**config.mk**
```make
export PLATFORM = sky130hd
export DESIGN_NAME = spi_ctl_port
export DESIGN_NICKNAME = d
export VERILOG_FILES = /design/src/rtl/spi_ctl_pkg.sv /design/src/rtl/ctl_pin_sync.sv /design/src/rtl/ctl_mode_latch.sv /design/src/rtl/ctl_byte_shift.sv /design/src/rtl/ctl_frame_ctrl.sv /design/src/rtl/spi_ctl_port.sv
export SDC_FILE = /design/constraint.sdc
export NUM_CORES = 1
export LEC_CHECK = 0
export BUFFER_PORTS_ARGS = -buffer_cell sky130_fd_sc_hd__clkbuf_2
export CAP_MARGIN = 30
export CORE_ASPECT_RATIO = 1.1
export CORE_UTILIZATION = 57
export CTS_BUF_LIST = sky130_fd_sc_hd__clkbuf_16
export DETAILED_ROUTE_END_ITERATION = 16
export GPL_TIMING_DRIVEN = 0
export PLACE_DENSITY = 0.75
export RECOVER_POWER = 100
export SETUP_SLACK_MARGIN = 0.1
export SYNTH_ARGS = -nofsm -noshare
export SYNTH_HDL_FRONTEND = slang
export SYNTH_SLANG_ARGS = --single-unit
```
**constraint.sdc**
```tcl
create_clock -name clk -period 1.87 [get_ports clk]
set_input_delay 0.374 -clock clk [delete_from_list [all_inputs] [get_ports clk]]
set_output_delay 0.374 -clock clk [all_outputs]
set_load 0.02 [all_outputs]
```
**src/rtl/spi_ctl_pkg.sv**
```systemverilog
`timescale 1ns/1ps
package spi_ctl_pkg;
  localparam int BYTE_W   = 8;
  localparam int STEP_BIT = 7;   // auto-advance flag position in the pointer byte

  typedef enum logic [1:0] {
    FR_IDENT = 2'd0,
    FR_PTR   = 2'd1,
    FR_DATA  = 2'd2,
    FR_DROP  = 2'd3
  } frame_state_e;
endpackage

```
**src/rtl/ctl_pin_sync.sv**
```systemverilog
`timescale 1ns/1ps
module ctl_pin_sync #(
  parameter int              WIDTH   = 3,
  parameter int              STAGES  = 2,
  parameter logic [WIDTH-1:0] RST_VAL = '0
) (
  input  logic             clk,
  input  logic             rst,
  input  logic [WIDTH-1:0] pin_in,
  output logic [WIDTH-1:0] pin_q,
  output logic [WIDTH-1:0] pin_prev,
  output logic             primed
);
  localparam int DEPTH = STAGES + 1;

  logic [DEPTH-1:0][WIDTH-1:0] pipe;
  logic [DEPTH-1:0]            fill;

  always_ff @(posedge clk) begin
    if (rst) begin
      pipe <= {DEPTH{RST_VAL}};
      fill <= '0;
    end else begin
      pipe <= {pipe[DEPTH-2:0], pin_in};
      fill <= {fill[DEPTH-2:0], 1'b1};
    end
  end

  assign pin_q    = pipe[DEPTH-2];
  assign pin_prev = pipe[DEPTH-1];
  assign primed   = fill[DEPTH-1];
endmodule

```
**src/rtl/ctl_mode_latch.sv**
```systemverilog
`timescale 1ns/1ps
module ctl_mode_latch (
  input  logic clk,
  input  logic rst,
  input  logic primed,
  input  logic sel_q,
  input  logic sel_prev,
  output logic spi_mode
);
  logic fall_seen;

  assign fall_seen = primed & sel_prev & ~sel_q;

  always_ff @(posedge clk) begin
    if (rst) spi_mode <= 1'b0;
    else if (fall_seen) spi_mode <= 1'b1;
  end
endmodule

```
**src/rtl/ctl_byte_shift.sv**
```systemverilog
`timescale 1ns/1ps
module ctl_byte_shift #(
  parameter int BYTE_W = 8
) (
  input  logic              clk,
  input  logic              rst,
  input  logic              enable,
  input  logic              sclk_rise,
  input  logic              sdata,
  output logic [BYTE_W-1:0] byte_out,
  output logic              byte_ok
);
  localparam int CNT_W = $clog2(BYTE_W);
  localparam logic [CNT_W-1:0] LAST = CNT_W'(BYTE_W - 1);

  logic [CNT_W-1:0]  bit_cnt;
  logic [BYTE_W-1:0] shreg;
  logic [BYTE_W-1:0] shnext;

  assign shnext = {shreg[BYTE_W-2:0], sdata};

  always_ff @(posedge clk) begin
    if (rst || !enable) begin
      bit_cnt <= '0;
      shreg   <= '0;
      byte_ok <= 1'b0;
    end else begin
      byte_ok <= 1'b0;
      if (sclk_rise) begin
        shreg <= shnext;
        if (bit_cnt == LAST) begin
          bit_cnt <= '0;
          byte_ok <= 1'b1;
        end else begin
          bit_cnt <= bit_cnt + 1'b1;
        end
      end
    end
  end

  always_ff @(posedge clk) begin
    if (rst) byte_out <= '0;
    else if (enable && sclk_rise && bit_cnt == LAST) byte_out <= shnext;
  end
endmodule

```
**src/rtl/ctl_frame_ctrl.sv**
```systemverilog
`timescale 1ns/1ps
module ctl_frame_ctrl
  import spi_ctl_pkg::*;
#(
  parameter int          ADDR_W  = 7,
  parameter logic [7:0]  CHIP_ID = 8'h30
) (
  input  logic              clk,
  input  logic              rst,
  input  logic              frame_on,
  input  logic              byte_ok,
  input  logic [BYTE_W-1:0] byte_in,
  output logic              wr_en,
  output logic [ADDR_W-1:0] wr_addr,
  output logic [BYTE_W-1:0] wr_data
);
  frame_state_e      state;
  logic [ADDR_W-1:0] ptr;
  logic              step;

  always_ff @(posedge clk) begin
    if (rst) begin
      state   <= FR_IDENT;
      ptr     <= '0;
      step    <= 1'b0;
      wr_en   <= 1'b0;
      wr_addr <= '0;
      wr_data <= '0;
    end else if (!frame_on) begin
      state <= FR_IDENT;
      wr_en <= 1'b0;
    end else begin
      wr_en <= 1'b0;
      if (byte_ok) begin
        unique case (state)
          FR_IDENT: state <= (byte_in == CHIP_ID) ? FR_PTR : FR_DROP;
          FR_PTR: begin
            ptr   <= byte_in[ADDR_W-1:0];
            step  <= byte_in[STEP_BIT];
            state <= FR_DATA;
          end
          FR_DATA: begin
            wr_en   <= 1'b1;
            wr_addr <= ptr;
            wr_data <= byte_in;
            if (step) ptr <= ptr + 1'b1;
          end
          FR_DROP: state <= FR_DROP;
        endcase
      end
    end
  end
endmodule

```
**src/rtl/spi_ctl_port.sv**
```systemverilog
`timescale 1ns/1ps
module spi_ctl_port
  import spi_ctl_pkg::*;
#(
  parameter int         ADDR_W      = 7,
  parameter int         SYNC_STAGES = 2,
  parameter logic [7:0] CHIP_ID     = 8'h30
) (
  input  logic              clk,
  input  logic              rst,
  input  logic              ad0_cs,
  input  logic              cclk,
  input  logic              cdin,
  output logic              spi_mode,
  output logic              reg_wr_en,
  output logic [ADDR_W-1:0] reg_wr_addr,
  output logic [7:0]        reg_wr_data
);
  localparam int PINS = 3;
  localparam int P_SEL = 2;
  localparam int P_CLK = 1;
  localparam int P_DAT = 0;

  logic [PINS-1:0]   pin_q;
  logic [PINS-1:0]   pin_prev;
  logic              primed;
  logic              frame_on;
  logic              sclk_rise;
  logic              byte_ok;
  logic [BYTE_W-1:0] byte_val;

  ctl_pin_sync #(
    .WIDTH  (PINS),
    .STAGES (SYNC_STAGES),
    .RST_VAL(3'b100)
  ) u_sync (
    .clk     (clk),
    .rst     (rst),
    .pin_in  ({ad0_cs, cclk, cdin}),
    .pin_q   (pin_q),
    .pin_prev(pin_prev),
    .primed  (primed)
  );

  ctl_mode_latch u_mode (
    .clk     (clk),
    .rst     (rst),
    .primed  (primed),
    .sel_q   (pin_q[P_SEL]),
    .sel_prev(pin_prev[P_SEL]),
    .spi_mode(spi_mode)
  );

  assign frame_on  = spi_mode & primed & ~pin_q[P_SEL];
  assign sclk_rise = pin_q[P_CLK] & ~pin_prev[P_CLK];

  ctl_byte_shift #(.BYTE_W(BYTE_W)) u_shift (
    .clk      (clk),
    .rst      (rst),
    .enable   (frame_on),
    .sclk_rise(sclk_rise),
    .sdata    (pin_q[P_DAT]),
    .byte_out (byte_val),
    .byte_ok  (byte_ok)
  );

  ctl_frame_ctrl #(.ADDR_W(ADDR_W), .CHIP_ID(CHIP_ID)) u_frame (
    .clk     (clk),
    .rst     (rst),
    .frame_on(frame_on),
    .byte_ok (byte_ok),
    .byte_in (byte_val),
    .wr_en   (reg_wr_en),
    .wr_addr (reg_wr_addr),
    .wr_data (reg_wr_data)
  );
endmodule

```
* Yosys cells after proc, flatten, opt, wreduce, memory -nomap -nowiden
Cells that the tools add are included.
** Operators by class
- Add/sub/neg operators :: 2
- Multiply operators :: 0
- Div/mod/pow operators :: 0
- Order comparisons :: 0
- Equal/unequal tests :: 6
- Shift-type cells :: 0
- Mux-type cells :: 8
- Bitwise logic cells :: 10
- Reductions and logical operators :: 14
** Operator list (number)
- case mux 7 bit (2 select lines) :: 1
- == test 8 x 6 -> 1 bit, second input constant :: 1
- adder 7 x 1 -> 7 bit, second input constant :: 1
- two-way mux 7 bit :: 1
- case mux 2 bit (3 select lines) :: 1
- AND reduction 3 bit :: 2
- AND 1 bit :: 5
- NOT 1 bit :: 5
- == test 2 bit, second input constant :: 2
- AND reduction 4 bit :: 1
- OR reduction 2 bit :: 2
- adder 3 x 1 -> 3 bit, second input constant :: 1
- == test 3 bit, second input constant :: 1
- two-way mux 1 bit :: 3
- two-way mux 3 bit :: 1
- nonzero test 3 bit :: 1
- OR reduction 3 bit :: 1
- == test 2 x 1 -> 1 bit, second input constant :: 1
- logical AND 1 bit :: 2
- logical NOT 2 bit :: 1
- two-way mux 2 bit :: 1
- != test 2 x 1 -> 1 bit, second input constant :: 1
- AND reduction 2 bit :: 1
- nonzero test 2 bit :: 1
- other kinds (2) :: 2
** Storage, ports and cells
- Register bits after elaboration :: 58
- Latch bits :: 0
- Bits in writable memories :: 0
- Memory bits (read-only) :: 0
- Bits of input ports :: 5
- Output and inout port bits :: 17
- Memories :: 0

* Depth between registers and ports, before layout
Gate-level depths: netlist of the first run.
- Depth after elaboration :: 5
- Mapped depth :: 7
- Mapped depth without buffers :: 5

* Modules after synthesis
Synthesis of the first run repeated with hierarchy kept, for this count alone.
** Second synthesis, totals
- Cells, all modules :: 259
- Area total of the unflattened synthesis :: 2402.3 um^2
** Modules (own cells, without submodules)
- ctl_frame_ctrl :: times used 1, cells each 148, area an instance 1203.7 um^2
- ctl_byte_shift :: times used 1, cells each 74, area an instance 777.0 um^2
- ctl_pin_sync :: times used 1, cells each 31, area an instance 370.4 um^2
- ctl_mode_latch :: times used 1, cells each 4, area an instance 36.3 um^2
- spi_ctl_port :: times used 1, cells each 2, area an instance 15.0 um^2

* Worst setup path before layout of the first run
OpenSTA, ideal clock, no wires.
- Path type :: reg2reg
- Start point :: register u_mode.spi_mode
- End point :: register u_frame.wr_addr[6]
- Arrival time :: 1265 ps
- Required time :: 1738 ps
- Setup slack :: 473 ps
- Cell stages (with the launch flop) :: 7
- Path buffers :: 2
- Path through :: dfxtp_1 -> nand4b_4 -> or2_1 -> buf_2 -> buf_6 -> nand2_1 -> a21oi_1
** On the way
- Longest elaborated chain between the ends :: 3
** Ends and longest elaborated chain
- start, declared :: line ctl_mode_latch.sv:8 : output logic spi_mode
- start signal, assigned :: line ctl_mode_latch.sv:15 : if (rst) spi_mode <= 1'b0;
- start signal, assigned :: line ctl_mode_latch.sv:16 : else if (fall_seen) spi_mode <= 1'b1;
- AND 1 bit (2 in a row) :: line spi_ctl_port.sv:54 : assign frame_on = spi_mode & primed & ~pin_q[P_SEL];
- AND reduction 3 bit (no line)
- end signal, assigned :: line ctl_frame_ctrl.sv:44 : wr_addr <= ptr;
- end, declared :: line ctl_frame_ctrl.sv:14 : output logic [ADDR_W-1:0] wr_addr,
No other way between the ends.
A chain may end at the register's enable or synchronous reset.

* Worst setup path after layout of the first run
- Start point :: register u_sync.pipe (netlist bit u_sync.pin_q[1])
- End point :: register u_shift.byte_out[5]
** On the way
- Longest elaborated chain between the ends :: 3
** Ends and longest elaborated chain
- start, declared :: line ctl_pin_sync.sv:16 : logic [DEPTH-1:0][WIDTH-1:0] pipe;
- start signal, assigned :: line ctl_pin_sync.sv:21 : pipe <= {DEPTH{RST_VAL}};
- start signal, assigned :: line ctl_pin_sync.sv:24 : pipe <= {pipe[DEPTH-2:0], pin_in};
- AND 1 bit :: line spi_ctl_port.sv:55 : assign sclk_rise = pin_q[P_CLK] & ~pin_prev[P_CLK];
- logical AND 1 bit (2 in a row) :: line ctl_byte_shift.sv:43 : else if (enable && sclk_rise && bit_cnt == LAST) byte_out <= shnext;
- end signal, assigned :: line ctl_byte_shift.sv:43
- end, declared :: line ctl_byte_shift.sv:10 : output logic [BYTE_W-1:0] byte_out,
No other way between the ends.

==> results of run 1 <==
==> through the flow <==
step           util (%)  hold slack, ps  worst slack, ps
6_report           70.0             233              229
5_1_grt            70.0             217             79.6
4_1_cts            70.7             223              312
3_5_place_dp       63.8             399              379
3_3_place_gp       63.8             393              407
2_1_floorplan         -             389              473
==> state kept, by name, indices dropped and copies added (netlist names), 7 cells and up <==
register	count
u_shift.shreg	7
u_frame.wr_addr	7
u_frame.wr_data	8
u_shift.byte_out	8
u_frame.ptr	7
==> worst reg2reg max path, cell delays in order (launching register included) <==
cell and delay, ps:
dfxtp_1 340, nor2b_1 130, clkbuf_1 340, and3_1 210, buf_4 190, mux2i_1 240
nor2_1 60
==> cells by family (layout without fill, tap and decap cells) <==
family | Yosys count | in the layout | synth area share, %
AND/OR/NAND/NOR | 111 | 111 | 24.5
buffers and inverters | 17 | 52 | 3.98
adder cells (fa/ha/maj) | 3 | 3 | 1.73
XOR/XNOR | 1 | 1 | 0.404
AO/OA/AOI/OAI | 50 | 50 | 12.2
flip-flops | 57 | 57 | 52.6
multiplexers | 10 | 10 | 4.67
==> metal layers <==
layer | GRT usage (%) | vias to the layer above | wire length (microns)
met5 | 0 | - | 0
met2 | 41.5 | 33 | 2210
met4 | 12.2 | 0 | 64
met3 | 11.7 | 8 | 154
li1 | - | 895 | -
met1 | 27.0 | 824 | 1940
==> power by group through the flow <==
stage | Sequential, W | Clock (W) | Combinational, W
6_report | 0.00123 | 0.00136 | 0.0000380
4_1_cts | 0.00123 | 0.00139 | 0.0000389
3_3_place_gp | 0.00126 | 0 | 0.0000377
3_5_place_dp | 0.00126 | 0 | 0.0000384
5_1_grt | 0.00123 | 0.00146 | 0.0000421
2_1_floorplan | 0.00126 | 0 | 0.0000266
==> final cells by class <==
type                    instances  area [sq um]
flip-flops and latches         57          1140
fillers                       317          1090
well taps                      50          62.6
inverters                       3          11.3
multi-input cells             175           942
plain buffers                  14          71.3
clock buffers                   9           225
repair buffers                 20          78.8
clock inverters                 6          27.5
==> cell usage in the layout, fill, tap and decap left out, types with 2 or more instances in the layout <==
cell / Yosys / routed
nand2b_1: 3 / 3
inv_1: 3 / 4
a31oi_1: 4 / 4
and2_1: 5 / 5
mux2i_1: 9 / 9
nor2b_1: 10 / 10
ha_1: 3 / 3
clkbuf_2: 0 / 3
and3_1: 3 / 3
nand3_1: 2 / 2
clkbuf_16: 0 / 9
nor3_1: 3 / 3
or2_2: 2 / 2
clkinv_2: 0 / 4
nor2_1: 19 / 19
clkbuf_1: 7 / 27
dfxtp_1: 57 / 57
nand2_1: 54 / 54
o21ai_0: 10 / 10
buf_4: 3 / 3
a21oi_1: 33 / 33
==> worst min-delay path by stage <==
stage | cells after the start | endpoint | slack [ps]
2_1_floorplan | 1 | u_sync.pin_q[2] | 390
4_1_cts | 2 | u_sync.pipe[2] | 220
5_1_grt | 2 | u_sync.pipe[2] | 220
3_5_place_dp | 1 | u_sync.pin_q[2] | 400
6_report | 2 | u_sync.pipe[2] | 230
3_3_place_gp | 1 | u_sync.pin_q[2] | 390
==> impl_metrics.ini, run 1 <==
[outcome]
status = complete, no violations

[placement]
place_congestion = 0.840
dp_hpwl_microns = 2830
dp.cells = 319
dpl_cell_area_sq_um = 2330
port-buffer-count = 20

[finish]
nets = 288
area_delta_synth_final_pct = 18.0
final_area_sq_um = 2560
drive_gt1_share_pct = 8.80
instances_no_fill = 334
antenna_cells = 0

[power]
finalPower_w = 0.00264
power.share.clock_pct = 51.8
powerDensity_nw_per_um2 = 1030
power.internal_w = 0.00210
switching_power_w = 0.000531
p_leak_nw = 0.931
swShare_pct = 20.2
pwr-share-seq_pct = 46.8
ir_worst_vdd_v = 0.000828
combPwrFrac_pct = 1.4

[synthesis]
syn-instance-count = 249
synthTopCellsByCount = 57 x dfxtp_1, 54 x nand2_1, 33 x a21oi_1, 19 x nor2_1
synth-edff-count = 0
synth-seq-area-share_pct = 52.6
netlist_area_sq_um = 2170
ys_types = 35
ys.flop_type = dfxtp_1
synth.area.top_cells = dfxtp_1 53%, nand2_1 9.3%, a21oi_1 7.6%
yosys.cell_count.top_type = dfxtp_1
post-synth-top-area-cell = dfxtp_1
synth_top_area_share_pct = 52.6
synth_area_per_cell_sq_um = 8.71
synth-seq-cells = 57
synth_nets = 257
yosysWarnings = 0
synthArstFlopShare_pct = 0

[global_route]
grt_pass1_vias = 1646
antenna_found_initial = 0
grt_start_max_net_pins = 11
grt_remaining_overflow = 0
track_usage_pct = 25.3
grt_pass1_wl_microns = 7140

[sta]
finalSetupViolations = 0
period_minus_slack_ps = 1640
worstMarginPinSlew_ps = 636
rsz0062_at_grt = no
fin_skew_ps = 5.31
fin_setup_tns_ps = 0
fin_crit_sh_pct = 87.8
fmaxAchievable_mhz = 609
slew_headroom_pct = 57.6
slew_viol_final = 0
final-hold-violation-count = 0

[setup_path]
critPathSlowestCell = dfxtp_1
crit_arrival_ps = 1830
crit_chain = nor2b_1 > clkbuf_1 > and3_1 > buf_4 > mux2i_1 > nor2_1
cp-end-kind = register
critPathMaxStageDelay_ps = 340
cp-start-kind = register
critPathCapture = u_shift.byte_out[5]
critPathTopFamily = buffers and inverters
path_max_fanout = 10
r2r-end = u_shift.byte_out[5]
worst-path-buf-inv = 2
r2r_start = u_sync.pin_q[1]
crit_path_start = u_sync.pin_q[1]
ff2ff_path_depth = 6
cp.depth = 6
rrSetupSlack_ps = 230
critPathKind = reg2reg
cp_data_required_time_ps = 2060

[flow_run]
cap_violations = 0

[cts]
cts.repair.resized = 0
cts_hold_buf = 0
path_clk_slew_ps = 50
clock_latency_ps = 320
cts_buffers = 9
tritoncts = yes
htreeDepth = 3
cts_root_buf = clkbuf_16
numClockSinks = 57
postCtsSetupBuffers = 0
ctsLongestPathBuffers = 2

[detailed_routing]
wl_microns = 4370
num_vias = 1760
wl_per_cell_microns = 13.1
ant_nets = 0
first_pass_iters = 5
drc = 0
drtIter0Drc = 136
via_per_inst = 5.27

[floorplan]
coreArea_sq_um = 3650
fp.dieW_microns = 60.8
num_rows = 23
dieArea_sq_um = 4060
die_y_microns = 66.7
ioPinCount = 22
initial_core_util_pct = 59.4

[hold_path]
holdCritStartpoint = ad0_cs
hp-class = in2reg
(Power assumes the default switching activity.)
==> run 2: changes to the inputs <==
--- a/config.mk
+++ b/config.mk
@@ -8,11 +8,12 @@
 export BUFFER_PORTS_ARGS = -buffer_cell sky130_fd_sc_hd__clkbuf_2
 export CAP_MARGIN = 30
 export CORE_ASPECT_RATIO = 1.1
-export CORE_UTILIZATION = 57
+export CORE_UTILIZATION = 61
 export CTS_BUF_LIST = sky130_fd_sc_hd__clkbuf_16
+export CTS_CLUSTER_DIAMETER = 150
 export DETAILED_ROUTE_END_ITERATION = 16
 export GPL_TIMING_DRIVEN = 0
-export PLACE_DENSITY = 0.75
+export PLACE_DENSITY = 0.82
 export RECOVER_POWER = 100
 export SETUP_SLACK_MARGIN = 0.1
 export SYNTH_ARGS = -nofsm -noshare
==> constraint.sdc (replaced) <==
create_clock -name clk -period 1.9 [get_ports clk]
set_input_delay 0.38 -clock clk [delete_from_list [all_inputs] [get_ports clk]]
set_output_delay 0.38 -clock clk [all_outputs]
set_load 0.02 [all_outputs]
==> impl_metrics.ini, run 2 (same netlist as run 1, synthesis figures left out) <==
[global_route]
grt_remaining_overflow = 0
grt_pass1_wl_microns = 7320
antenna_found_initial = 0
track_usage_pct = 26.8
grt_pass1_vias = 1676
grt_start_max_net_pins = 11

[floorplan]
initial_core_util_pct = 64.6
die_y_microns = 64.6
fp.dieW_microns = 58.9
ioPinCount = 22
dieArea_sq_um = 3800
coreArea_sq_um = 3360
num_rows = 22

[cts]
tritoncts = yes
ctsLongestPathBuffers = 2
cts_hold_buf = 0
path_clk_slew_ps = 50
clock_latency_ps = 320
postCtsSetupBuffers = 0
cts_root_buf = clkbuf_16
cts.repair.resized = 0
htreeDepth = 3
numClockSinks = 57
cts_buffers = 9

[placement]
port-buffer-count = 20
post-place-ws_ps = 407
place_congestion = 0.880
dpl_cell_area_sq_um = 2330
dp_hpwl_microns = 2820

[setup_path]
crit_chain = nand4b_4 > a21oi_1 > o21ai_0 > a21oi_1
crit_arrival_ps = 1890
rrSetupSlack_ps = 250
r2r_start = u_mode.spi_mode
crit_path_frequent_cell = a21oi_1
worst-path-buf-inv = 0
path_max_fanout = 8
critPathKind = reg2reg
r2r-end = u_frame.ptr[6]
critPathMaxStageDelay_ps = 520
ff2ff_path_depth = 4
critPathTopFamily = compound AO/OA/AOI/OAI gates
critPathSlowestCell = a21oi_1
crit_path_start = u_mode.spi_mode
cp-end-kind = register
cp-start-kind = register
cp_data_required_time_ps = 2140

[finish]
final_cell_mix = 57 x dfxtp_1, 54 x nand2_1, 33 x a21oi_1
drive_gt1_share_pct = 7.42
multi_input_area_sq_um = 942
fillCellCount = 260
fin_util_pct = 75.9
nets = 288
final_area_sq_um = 2550
top_regs = u_frame.wr_data x8, u_shift.byte_out x8
seq_area_sq_um = 1140
area_delta_synth_final_pct = 17.5
antenna_cells = 0
mostFrequentLayoutCell = dfxtp_1

[sta]
final-hold-violation-count = 0
slew_viol_final = 0
fin_ws_ps = 249
fmaxAchievable_mhz = 606
fin_skew_ps = 5.90
fin_crit_sh_pct = 86.9
rsz0062_at_grt = no
period_minus_slack_ps = 1650
slew_headroom_pct = 59.0
worstMarginPinSlew_ps = 616
finalSetupViolations = 0
fin_setup_tns_ps = 0

[power]
finalPower_w = 0.00256
p_leak_nw = 0.928
ir_worst_vdd_v = 0.000879
powerDensity_nw_per_um2 = 1000

[detailed_routing]
num_vias = 1808
drtIter0Drc = 161
via_per_inst = 5.46
wl_per_cell_microns = 13.1
first_pass_iters = 4
wl_microns = 4320
drc = 0
ant_nets = 0

[flow_run]
cap_violations = 0

[hold_path]
whs_path_depth = 2
hp-class = in2reg
holdCritStartpoint = ad0_cs
hold_end = u_sync.pipe[2]

[outcome]
status = complete, no violations
-- run 2: worst max path at each step --
stage / end / slack, ps / cells past startpoint
detailed placement: u_frame.ptr[6] / 410 / 4
global placement: u_frame.ptr[3] / 440 / 4
CTS: u_frame.ptr[6] / 300 / 4
floorplan: u_frame.wr_addr[6] / 500 / 6
finish: u_frame.ptr[6] / 250 / 4
global route: u_shift.byte_out[1] / 110 / 6
-- run 2: metal layers --
metal	routed length [microns]	track usage [%]
met5	0	0
met4	143	18.2
met3	237	9.38
met2	2190	43.5
met1	1750	28.7
-- run 2: stage by stage --
step | hold slack (ps) | std cells
6_report | 240 | 331
3_5_place_dp | 394 | 317
5_1_grt | 247 | 331
2_1_floorplan | 389 | 249
4_1_cts | 238 | 331
3_3_place_gp | 392 | 317
-- run 2: area by class of cell --
class	instances	share of cell area (%)
Clock inverter	5	0.736
Timing Repair Buffer	20	3.09
Clock buffer	9	8.84
Tap cell	48	2.36
Inverter	3	0.442
Sequential cell	57	44.8
Multi-Input combinational cell	175	37.0
Buffer	14	2.80
-- run 2: report_power, final --
part           internal [W]  switching (W)
combinational     0.0000123      0.0000240
clock              0.000836       0.000474
sequential          0.00121     0.00000413
total               0.00206       0.000502
==> run 3: changes to the inputs <==
--- a/config.mk
+++ b/config.mk
@@ -5,15 +5,16 @@
 export SDC_FILE = /design/constraint.sdc
 export NUM_CORES = 1
 export LEC_CHECK = 0
+export ABC_AREA = 1
 export BUFFER_PORTS_ARGS = -buffer_cell sky130_fd_sc_hd__clkbuf_2
 export CAP_MARGIN = 30
 export CORE_ASPECT_RATIO = 1.1
-export CORE_UTILIZATION = 61
+export CORE_UTILIZATION = 62
 export CTS_BUF_LIST = sky130_fd_sc_hd__clkbuf_16
 export CTS_CLUSTER_DIAMETER = 150
 export DETAILED_ROUTE_END_ITERATION = 16
 export GPL_TIMING_DRIVEN = 0
-export PLACE_DENSITY = 0.82
+export PLACE_DENSITY = 0.83
 export RECOVER_POWER = 100
 export SETUP_SLACK_MARGIN = 0.1
 export SYNTH_ARGS = -nofsm -noshare
==> impl_metrics.ini, run 3 <==
[floorplan]
ioPinCount = 22
coreArea_sq_um = 3440
dieArea_sq_um = 3950
fp.dieW_microns = 60.0
initial_core_util_pct = 66.8
num_rows = 22
die_y_microns = 65.8

[sta]
slew_viol_final = 0
fin_setup_tns_ps = 0
fmaxAchievable_mhz = 644
fin_crit_sh_pct = 81.8
fin_skew_ps = 5.88
worstMarginPinSlew_ps = 511
rsz0062_at_grt = no
finalSetupViolations = 0
slew_headroom_pct = 66.0
final-hold-violation-count = 0
holdWs_ps = 239
period_minus_slack_ps = 1550

[detailed_routing]
wl_microns = 4840
drtIter0Drc = 158
ant_nets = 0
first_pass_iters = 4
num_vias = 2023
via_per_inst = 5.27
drc = 0
wl_per_cell_microns = 12.6

[finish]
instances_no_fill = 384
antenna_cells = 0
top_regs = u_frame.wr_data x8, u_shift.byte_out x8
mostFrequentLayoutCell = nand2_1
nets = 340
final_cell_mix = 61 x nand2_1, 57 x dfxtp_1, 42 x inv_1
area_delta_synth_final_pct = 16.5
fillCellCount = 270
drive_gt1_share_pct = 10.1

[synthesis]
ys_types = 26
ys.flop_type = dfxtp_1
synth.area.top_cells = dfxtp_1 50%, nand2_1 10%, inv_1 6.5%
yosys.cell_count.top_type = nand2_1
synth-seq-cells = 57
synth-seq-area-share_pct = 49.7
synth_nets = 308
post-synth-top-area-cell = dfxtp_1
synth_area_per_cell_sq_um = 7.66
syn-instance-count = 300
yosysWarnings = 0
synth_top_area_share_pct = 49.7
synthTopCellsByCount = 61 x nand2_1, 57 x dfxtp_1, 40 x inv_1, 29 x a21oi_1, 26 x nor2_1
synth-edff-count = 0
synthArstFlopShare_pct = 0
netlist_area_sq_um = 2300

[global_route]
grt_start_max_net_pins = 11
grt_remaining_overflow = 0
antenna_found_initial = 0
grt_pass1_wl_microns = 7980
track_usage_pct = 28.0
grt_pass1_vias = 1866

[setup_path]
cp-start-kind = register
cp_data_required_time_ps = 2110
crit_chain = nand3_1 > nor2_8 > nand2_4 > buf_6 > o21ai_0 > a21oi_1
rrSetupSlack_ps = 350
path_max_fanout = 10
critPathSlowestCell = dfxtp_1
critPathKind = reg2reg
crit_arrival_ps = 1760
critPathMaxStageDelay_ps = 340
cp-end-kind = register

[hold_path]
hp-class = in2reg

[cts]
cts_buffers = 9
path_clk_slew_ps = 50
ctsLongestPathBuffers = 2
htreeDepth = 3
tritoncts = yes
cts.repair.resized = 0
postCtsSetupBuffers = 0
cts_hold_buf = 0
numClockSinks = 57
cts_root_buf = clkbuf_16
clock_latency_ps = 320

[placement]
port-buffer-count = 21
dp_hpwl_microns = 3160
place_congestion = 0.915
dp.cells = 369

[flow_run]
cap_violations = 0

[power]
powerDensity_nw_per_um2 = 969
ir_worst_vdd_v = 0.000733
p_leak_nw = 1.16

[outcome]
status = complete, no violations
run 3: cell type report:
class	count	area [sq um]	share of cell area (%)
sequential	57	1140	42.6
multi-input combinational	189	912	34.1
buffer	11	65.1	2.43
inverter	43	161	6.03
tap	48	60.1	2.24
clock buffer	9	225	8.42
timing repair buffer	21	82.6	3.09
clock inverter	6	28.8	1.08
run 3: where the power goes:
part	switching (W)	total [W]	leakage [nW]	internal, W
combinational	0.0000294	0.0000405	0.565	0.0000111
sequential	0.00000302	0.00121	0.461	0.00121
clock	0.000491	0.00134	0.131	0.000849
run 3: stage by stage:
stage / cell area, sq um / worst slack (ps) / util, % / power (W)
after CTS: 2720 / 483 / 78.9 / 0.00261
after global placement: 2460 / 458 / 71.6 / 0.00128
after global routing: 2680 / 211 / 77.8 / 0.00267
after detailed placement: 2460 / 440 / 71.6 / 0.00128
after floorplan: 2300 / 592 / - / 0.00126
final: 2680 / 346 / 77.8 / 0.00259
run 3: final timing paths:
path / start / endpoint / cells past startpoint
hold reg to reg: u_sync.pipe[0] / u_sync.pin_q[0] / 2
setup / recovery: u_mode.spi_mode / u_frame.ptr[2] / 6
hold / removal: ad0_cs / u_sync.pipe[2] / 2
setup reg to reg: u_mode.spi_mode / u_frame.ptr[2] / 6
run 3: worst max-delay path, delay by kind of cell (launching register included):
family          cells  cell delay [ps]
flops               1              340
compound gates      2              250
buf+inv             1              150
simple gates        3              700
run 3: metal layers:
layer  share of wire [%]  up-vias  GRT usage (%)
li1                    -     1018              -
met5                   0        -              0
met2                  50       68           46.1
met1                  42      919           31.5
met3                 5.3       18           5.48
met4                 3.5        0           20.6
run 3: cell families after synthesis:
group           share of synthesized area (%)
compound gates                           13.0
fa+ha+maj                                1.63
buf+inv                                  9.91
flops                                    49.7
simple gates                             25.8
